File: src/rtl/svm_accel_pkg.sv
package svm_accel_pkg;
  typedef enum logic [1:0] {
    OP_CLEAR  = 2'd0,
    OP_MAC    = 2'd1,
    OP_SCORE  = 2'd2,
    OP_DECIDE = 2'd3
  } op_e;

  typedef struct packed {
    logic load;      // command taken this edge
    logic clear;
    logic mac;
    logic pass;      // second pass of a wide product
    logic wide;      // 16-bit operands
    logic byteMode;  // 8-bit operands
    logic score;
    logic decide;
  } ctrl_t;
endpackage

File: src/rtl/svm_accel_ctrl.sv
module svm_accel_ctrl
  import svm_accel_pkg::*;
(
  input  logic       clk,
  input  logic       rstN,
  input  logic       cmdValid,
  input  logic [1:0] cmdOp,
  input  logic [1:0] precSel,
  output logic       cmdReady,
  output ctrl_t      ctl
);
  typedef enum logic [1:0] {S_IDLE, S_EXEC, S_EXEC2} state_e;

  state_e state;
  op_e    opReg;
  logic   wideReg, byteReg, accept;

  assign cmdReady = (state == S_IDLE);
  assign accept   = cmdValid && cmdReady;

  always_ff @(posedge clk) begin
    if (!rstN) begin
      state   <= S_IDLE;
      opReg   <= OP_CLEAR;
      wideReg <= 1'b0;
      byteReg <= 1'b0;
    end else begin
      unique case (state)
        S_IDLE: if (accept) begin
          opReg   <= op_e'(cmdOp);
          wideReg <= precSel[1];
          byteReg <= !precSel[1] && precSel[0];
          state   <= S_EXEC;
        end
        S_EXEC:  state <= (opReg == OP_MAC && wideReg) ? S_EXEC2 : S_IDLE;
        default: state <= S_IDLE;
      endcase
    end
  end

  always_comb begin
    ctl.load     = accept;
    ctl.clear    = (state == S_EXEC) && (opReg == OP_CLEAR);
    ctl.mac      = (state != S_IDLE) && (opReg == OP_MAC);
    ctl.pass     = (state == S_EXEC2);
    ctl.wide     = wideReg;
    ctl.byteMode = byteReg;
    ctl.score    = (state == S_EXEC) && (opReg == OP_SCORE);
    ctl.decide   = (state == S_EXEC) && (opReg == OP_DECIDE);
  end

  a_r1_busy_after_accept: assert property (@(posedge clk) disable iff (!rstN)
    cmdValid && cmdReady |=> !cmdReady);
  a_r1_wide_second_pass: assert property (@(posedge clk) disable iff (!rstN)
    ctl.mac && ctl.wide && !ctl.pass |=> !cmdReady && ctl.pass);
  a_r1_narrow_single: assert property (@(posedge clk) disable iff (!rstN)
    (ctl.clear || ctl.score || ctl.decide || (ctl.mac && !ctl.wide)) |=> cmdReady);
endmodule

File: src/rtl/svm_accel_dp.sv
module svm_accel_dp
  import svm_accel_pkg::*;
#(
  parameter int ACC_W = 32,
  parameter int CLS_W = 3
) (
  input  logic             clk,
  input  logic             rstN,
  input  ctrl_t            ctl,
  input  logic [31:0]      cmdFeat,
  input  logic [31:0]      cmdWeight,
  output logic [ACC_W-1:0] acc,
  output logic [CLS_W-1:0] posCls,
  output logic [CLS_W-1:0] negCls
);
  localparam int LANES = 8;

  logic [31:0]      featReg, wtReg;
  logic [ACC_W-1:0] laneProd [LANES];
  logic [ACC_W-1:0] laneSum;

  always_ff @(posedge clk) begin
    if (!rstN) begin
      featReg <= '0;
      wtReg   <= '0;
    end else if (ctl.load) begin
      featReg <= cmdFeat;
      wtReg   <= cmdWeight;
    end
  end

  assign posCls = featReg[CLS_W-1:0];
  assign negCls = featReg[4 +: CLS_W];

  for (genvar m = 0; m < LANES; m++) begin : g_lane
    logic [2:0]        aIdx, bIdx;
    logic              aSgn, bSgn;
    logic [4:0]        sh;
    logic [3:0]        aNib, bNib;
    logic signed [4:0] aExt, bExt;
    logic signed [9:0] prod;

    always_comb begin
      if (ctl.wide) begin
        aIdx = 3'(m % 4);
        bIdx = 3'(m / 4) + (ctl.pass ? 3'd2 : 3'd0);
        aSgn = (m % 4 == 3);
        bSgn = ctl.pass && (m / 4 == 1);
        sh   = {aIdx + bIdx, 2'b00};
      end else if (ctl.byteMode) begin
        aIdx = 3'(2 * (m / 4) + (m / 2) % 2);
        bIdx = 3'(2 * (m / 4) + m % 2);
        aSgn = ((m / 2) % 2 == 1);
        bSgn = (m % 2 == 1);
        sh   = 5'(4 * ((m / 2) % 2 + m % 2));
      end else begin
        aIdx = 3'(m);
        bIdx = 3'(m);
        aSgn = 1'b1;
        bSgn = 1'b1;
        sh   = 5'd0;
      end
      aNib = featReg[4*aIdx +: 4];
      bNib = wtReg[4*bIdx +: 4];
      aExt = signed'({aSgn & aNib[3], aNib});
      bExt = signed'({bSgn & bNib[3], bNib});
      prod = aExt * bExt;
      laneProd[m] = ACC_W'(prod) << sh;
    end
  end

  always_comb begin
    laneSum = '0;
    for (int i = 0; i < LANES; i++) laneSum += laneProd[i];
  end

  always_ff @(posedge clk) begin
    if (!rstN || ctl.clear || ctl.score) acc <= '0;
    else if (ctl.mac)                    acc <= acc + laneSum;
  end

  a_r6_clear_zeroes_acc: assert property (@(posedge clk) disable iff (!rstN)
    ctl.clear |=> acc == '0);
  a_r7_score_zeroes_acc: assert property (@(posedge clk) disable iff (!rstN)
    ctl.score |=> acc == '0);
  a_r11_acc_quiet: assert property (@(posedge clk) disable iff (!rstN)
    !(ctl.mac || ctl.clear || ctl.score) |=> $stable(acc));
endmodule

File: src/rtl/svm_accel_decide.sv
module svm_accel_decide
  import svm_accel_pkg::*;
#(
  parameter int NUM_CLASSES = 8,
  parameter int CLS_W       = 3,
  parameter int VOTE_W      = 8,
  parameter int ACC_W       = 32
) (
  input  logic             clk,
  input  logic             rstN,
  input  ctrl_t            ctl,
  input  logic             schemeSel,
  input  logic [ACC_W-1:0] acc,
  input  logic [CLS_W-1:0] posCls,
  input  logic [CLS_W-1:0] negCls,
  output logic             resultValid,
  output logic [CLS_W-1:0] resultClass
);
  localparam int TOT_W = VOTE_W + CLS_W;

  logic [VOTE_W-1:0]       votes [NUM_CLASSES];
  logic signed [ACC_W-1:0] bestScore, accS;
  logic [CLS_W-1:0]        bestCls, voteCls, voteWin;
  logic                    haveBest, replace;
  logic [TOT_W-1:0]        voteTotal;

  assign accS    = signed'(acc);
  assign replace = !haveBest || (accS > bestScore) ||
                   (accS == bestScore && posCls < bestCls);
  assign voteCls = accS[ACC_W-1] ? negCls : posCls;

  always_comb begin
    voteWin   = '0;
    voteTotal = '0;
    for (int c = 0; c < NUM_CLASSES; c++) begin
      voteTotal += TOT_W'(votes[c]);
      if (votes[c] > votes[voteWin]) voteWin = CLS_W'(c);
    end
  end

  always_ff @(posedge clk) begin
    if (!rstN || ctl.clear) begin
      for (int c = 0; c < NUM_CLASSES; c++) votes[c] <= '0;
      haveBest  <= 1'b0;
      bestScore <= '0;
      bestCls   <= '0;
    end else if (ctl.score) begin
      if (schemeSel) begin
        if (int'(voteCls) < NUM_CLASSES) votes[voteCls] <= votes[voteCls] + 1'b1;
      end else if (replace) begin
        haveBest  <= 1'b1;
        bestScore <= accS;
        bestCls   <= posCls;
      end
    end
  end

  always_ff @(posedge clk) begin
    if (!rstN) begin
      resultValid <= 1'b0;
      resultClass <= '0;
    end else if (ctl.decide) begin
      resultValid <= 1'b1;
      resultClass <= schemeSel ? voteWin : bestCls;
    end else if (ctl.load) begin
      resultValid <= 1'b0;
    end
  end

  a_r10_valid_after_decide: assert property (@(posedge clk) disable iff (!rstN)
    ctl.decide |=> resultValid);
  a_r10_result_held: assert property (@(posedge clk) disable iff (!rstN)
    resultValid && !ctl.load && !ctl.decide |=> resultValid && $stable(resultClass));
  a_r9_one_vote_per_score: assert property (@(posedge clk) disable iff (!rstN)
    ctl.score && schemeSel |=> voteTotal == $past(voteTotal) + 1'b1);
endmodule

File: src/rtl/svm_accel.sv
module svm_accel
  import svm_accel_pkg::*;
#(
  parameter int NUM_CLASSES = 8,
  parameter int VOTE_W      = 8,
  parameter int CLS_W       = $clog2(NUM_CLASSES)
) (
  input  logic             clk,
  input  logic             rstN,
  input  logic             cmdValid,
  output logic             cmdReady,
  input  logic [1:0]       cmdOp,
  input  logic [31:0]      cmdFeat,
  input  logic [31:0]      cmdWeight,
  input  logic [1:0]       precSel,
  input  logic             schemeSel,
  output logic             resultValid,
  output logic [CLS_W-1:0] resultClass,
  output logic [31:0]      accValue
);
  localparam int ACC_W = 32;

  ctrl_t            ctl;
  logic [CLS_W-1:0] posCls, negCls;

  svm_accel_ctrl u_ctrl (
    .clk, .rstN, .cmdValid, .cmdOp, .precSel, .cmdReady, .ctl
  );

  svm_accel_dp #(.ACC_W(ACC_W), .CLS_W(CLS_W)) u_dp (
    .clk, .rstN, .ctl, .cmdFeat, .cmdWeight,
    .acc(accValue), .posCls, .negCls
  );

  svm_accel_decide #(
    .NUM_CLASSES(NUM_CLASSES), .CLS_W(CLS_W), .VOTE_W(VOTE_W), .ACC_W(ACC_W)
  ) u_decide (
    .clk, .rstN, .ctl, .schemeSel, .acc(accValue), .posCls, .negCls,
    .resultValid, .resultClass
  );
endmodule

File: config.mk
export PLATFORM = sky130hd
export DESIGN_NAME = svm_accel
export DESIGN_NICKNAME = d
export VERILOG_FILES = /design/src/rtl/svm_accel_pkg.sv /design/src/rtl/svm_accel_ctrl.sv /design/src/rtl/svm_accel_dp.sv /design/src/rtl/svm_accel_decide.sv /design/src/rtl/svm_accel.sv
export SDC_FILE = /design/constraint.sdc
export NUM_CORES = 2
export LEC_CHECK = 0
export ABC_AREA = 1
export BUFFER_PORTS_ARGS = -buffer_cell sky130_fd_sc_hd__buf_2
export CORE_ASPECT_RATIO = 0.75
export CORE_UTILIZATION = 60
export DETAILED_ROUTE_END_ITERATION = 16
export GPL_TIMING_DRIVEN = 1
export PLACE_DENSITY = 0.78
export SETUP_SLACK_MARGIN = 0.3
export SLEW_MARGIN = 20
export SYNTH_ARGS = -nofsm -noshare
export SYNTH_HDL_FRONTEND = slang
export SYNTH_HIERARCHICAL = 1
export SYNTH_SLANG_ARGS = --single-unit
File: constraint.sdc
create_clock -name clk -period 11.7 [get_ports clk]
set_clock_uncertainty 0.1 [all_clocks]
set_input_delay 2.925 -clock clk [delete_from_list [all_inputs] [get_ports clk]]
set_output_delay 2.925 -clock clk [all_outputs]
set_load 0.01 [all_outputs]
==> flow_summary.toml <==
[floorplanning]
dieArea_mm2 = 0.0503
rows = 70
die_w_um = 259
die_height_um = 195
core_mm2 = 0.0488
ios = 109
initial_utilization_pct = 60.8

[route]
dr.first_iter.drc_count = 3349
routed_via_density = 5.70
postRouteAntennaNets = 0
drc_errors = 0
wl_per_cell_um = 19.6
routed_wirelength_mm = 95.8
vias = 27900
first_pass_iters = 6

[place]
dp_hpwl_mm = 78.5
gp_congestion = 1.05
io_buffer_count = 108
place_ws_ns = 0.793

[synth]
synth_compound_area_share_pct = 13.0
ys_ff_latch = 206
synth_area_leaders = "fa_1 (23%), inv_1 (12%), nand2_1 (10%)"
synth_top_area_share_pct = 22.8
synth_xor_xnor_area_share_pct = 2.62
yosysSeqAreaShare_pct = 16.1
yosys.area_share.simple_pct = 21.3
synth_edf_count = 64
ys.flop_type = "dfxtp_1"
synth_top_cell_by_area = "fa_1"
syn-instance-count = 4182
synth_cell_type_count = 61
async_reset_ff_share_pct = 0
muxShareOfSynthArea_pct = 0.0338
netlist_area_mm2 = 0.0296
yosysWarningCount = 6
synth_area_per_cell_um2 = 7.09
syn-num-nets = 4832
synth_fa_ha_area_share_pct = 33.0
synth_top_family_by_area = "adder cells"

[worst_setup_path]
critPathLaunchType = "flip-flop"
critPathSlowestCell = "nor4_1"
r2r-start = "u_ctrl/state[1]$_SDFFE_PN0P_"
path_delay_family = "simple AND/OR/NAND/NOR gates"
crit_start = "u_ctrl/state[1]$_SDFFE_PN0P_"
crit_type = "flip-flop to flip-flop"
cp.arrival_ns = 11.04
cp_max_fo = 16
cp.required_ns = 12.04
worst_setup_path_end_kind = "flip-flop"
cp_common_cell = "inv_1"
path_buf_inv = 12
critPathMaxStageDelay_ns = 0.61

[worst_hold_path]
worstHoldStart = "u_dp/wtReg[16]$_SDFFE_PN0P_"
hold_path.class = "flip-flop to flip-flop"

[clocking]
clkLatencyLatePin_ns = 0.56
clock_sinks = 206
cts_tree = "yes"
clk_pin_slew_ns = 0.06
max-clock-path-buffers = 3
htreeDepth = 1
hold_buffers = 0
ctsRootBufferMaster = "clkbuf_16"
cts_made_buffers = 23

[job]
maxCapViolations = 0

[sta]
max_freq_mhz = 93.5
grt_setup_unrepaired = "false"
postLayoutSetupSlackWorst_ns = 0.999
finalHoldViolations = 0
final_max_slew_viol_count = 0
fin_crit_ns = 10.70
worst_pin_slew_ns = 1.04
fin_crit_sh_pct = 91.5
relSlewSlack_pct = 30.4
tns_ns = 0
setup_viol = 0

[run_status]
status = "complete, no violations"

[finish]
syn2layout_area_growth_pct = 6.60
insertedDiodeCount = 0
fin_nets = 4881
drive_gt1_share_pct = 6.94
final_util_pct = 64.8

[global_routing]
grt_max_degree = 94
antenna_found_initial = 1
track_usage_pct = 39.1
overflow = 0
grt_pass1_vias = 26800
grt_pass1_wl_mm = 151
[worst paths after layout]
path                                                    end  slack, ns  cells past startpoint
worst max-delay path              u_dp/acc[28]$_SDFFE_PP0P_        1.0                     45
worst min register to register  u_dp/wtReg[16]$_SDFFE_PN0P_       0.37                      2
worst max register to register    u_dp/acc[28]$_SDFFE_PP0P_        1.0                     45
worst min-delay path            u_dp/wtReg[16]$_SDFFE_PN0P_       0.37                      2
[per-stage QoR]
| step | area (um^2) | std cells | hold slack, ns |
|---|---|---|---|
| finish | 31600 | 4896 | 0.372 |
| CTS | 31500 | 4892 | 0.369 |
| global route | 31600 | 4896 | 0.375 |
| global placement | 30800 | 4850 | 0.350 |
| floorplan | 29600 | 4182 | 0.334 |
| detailed placement | 30800 | 4850 | 0.360 |
[cell usage after synthesis, types with 4 or more instances]
library cell / count
nor2_2: 8
nor2_1: 430
o21ai_1: 5
a21oi_1: 268
nor3_1: 21
o21ai_2: 4
nand4_1: 18
nand2_2: 14
a21o_1: 11
a31oi_1: 6
xnor2_1: 27
nand2_1: 816
or2_2: 18
fa_1: 338
clkbuf_1: 89
dfxtp_1: 142
inv_1: 929
nand2_4: 7
o21a_1: 9
buf_1: 14
o22ai_1: 25
nand3_1: 167
xor2_1: 56
edfxtp_1: 64
ha_1: 240
o211ai_1: 47
nand3b_1: 4
clkinv_1: 10
o21bai_1: 8
o21ai_0: 297
nor4_1: 5
nand3_2: 7
buf_6: 6
buf_4: 10
buf_2: 15
inv_2: 6
a22oi_1: 5
[tightest hold or removal path: cells and delay by family, from the launching register on]
kind,cells,cell delay [ns]
flip-flops,1,0.30
AO/OA/AOI/OAI,1,0.06
buffers and inverters,1,0.06
[sequential cells by signal (all words and copies together), names as in the netlist]
register and flops:
u_ctrl/opReg 2, u_decide/haveBest 1, u_decide/votes 64, u_ctrl/byteReg 1, u_decide/resultClass 3, u_decide/bestScore 32, u_ctrl/wideReg 1, u_decide/resultValid 1
u_dp/featReg 32, u_decide/bestCls 3, u_ctrl/state 2, u_dp/acc 32, u_dp/wtReg 32
[logic make-up (layout without fill, tap and decap cells)]
group / count (synthesis) / after routing
flops: 206 / 206
buf+inv: 1080 / 1146
xor+xnor: 86 / 86
mux: 1 / 1
simple gates: 1528 / 1528
compound gates: 703 / 703
fa+ha+maj: 578 / 578
[layout by cell type, fill, tap and decap left out, drive strengths merged, types with 6 or more instances in the layout]
cell type | synthesis | layout
inv | 936 | 938
nand2 | 837 | 837
nor2 | 440 | 440
fa | 338 | 338
o21ai | 306 | 306
a21oi | 271 | 271
ha | 240 | 240
nand3 | 175 | 175
buf | 45 | 158
dfxtp | 142 | 142
edfxtp | 64 | 64
xor2 | 57 | 57
o211ai | 47 | 47
xnor2 | 29 | 29
clkbuf | 89 | 29
o22ai | 25 | 25
nor3 | 23 | 23
nand4 | 20 | 20
or2 | 19 | 19
clkinv | 10 | 18
a21o | 11 | 11
o21a | 9 | 9
o21bai | 8 | 8
a31oi | 6 | 6
[final cells by class]
type,instances,area [um^2]
clock buffer,29,619
clock inverter,13,105
fill,4484,17200
inverter,946,3560
multi-input combinational,2896,20800
sequential,206,4770
tap,648,811
timing repair buffer,158,945
[timing repair]
item / 4_1_cts / 5_1_grt
setup endpoints to repair: 0 / 3
setup buffers: 0 / 4
gates resized for setup: 0 / 18
[layer usage]
metal / vias up / track usage [%] / part of all wire, %
met5: - / 0.958 / 0.068
li1: 13000 / - / -
met3: 173 / 12.1 / 14
met2: 1451 / 55.4 / 40
met4: 2 / 11.3 / 3.1
met1: 13300 / 56.8 / 43
Power is not shown: default switching activity piles up to over one toggle a cycle in this logic, so the estimate is an artifact.
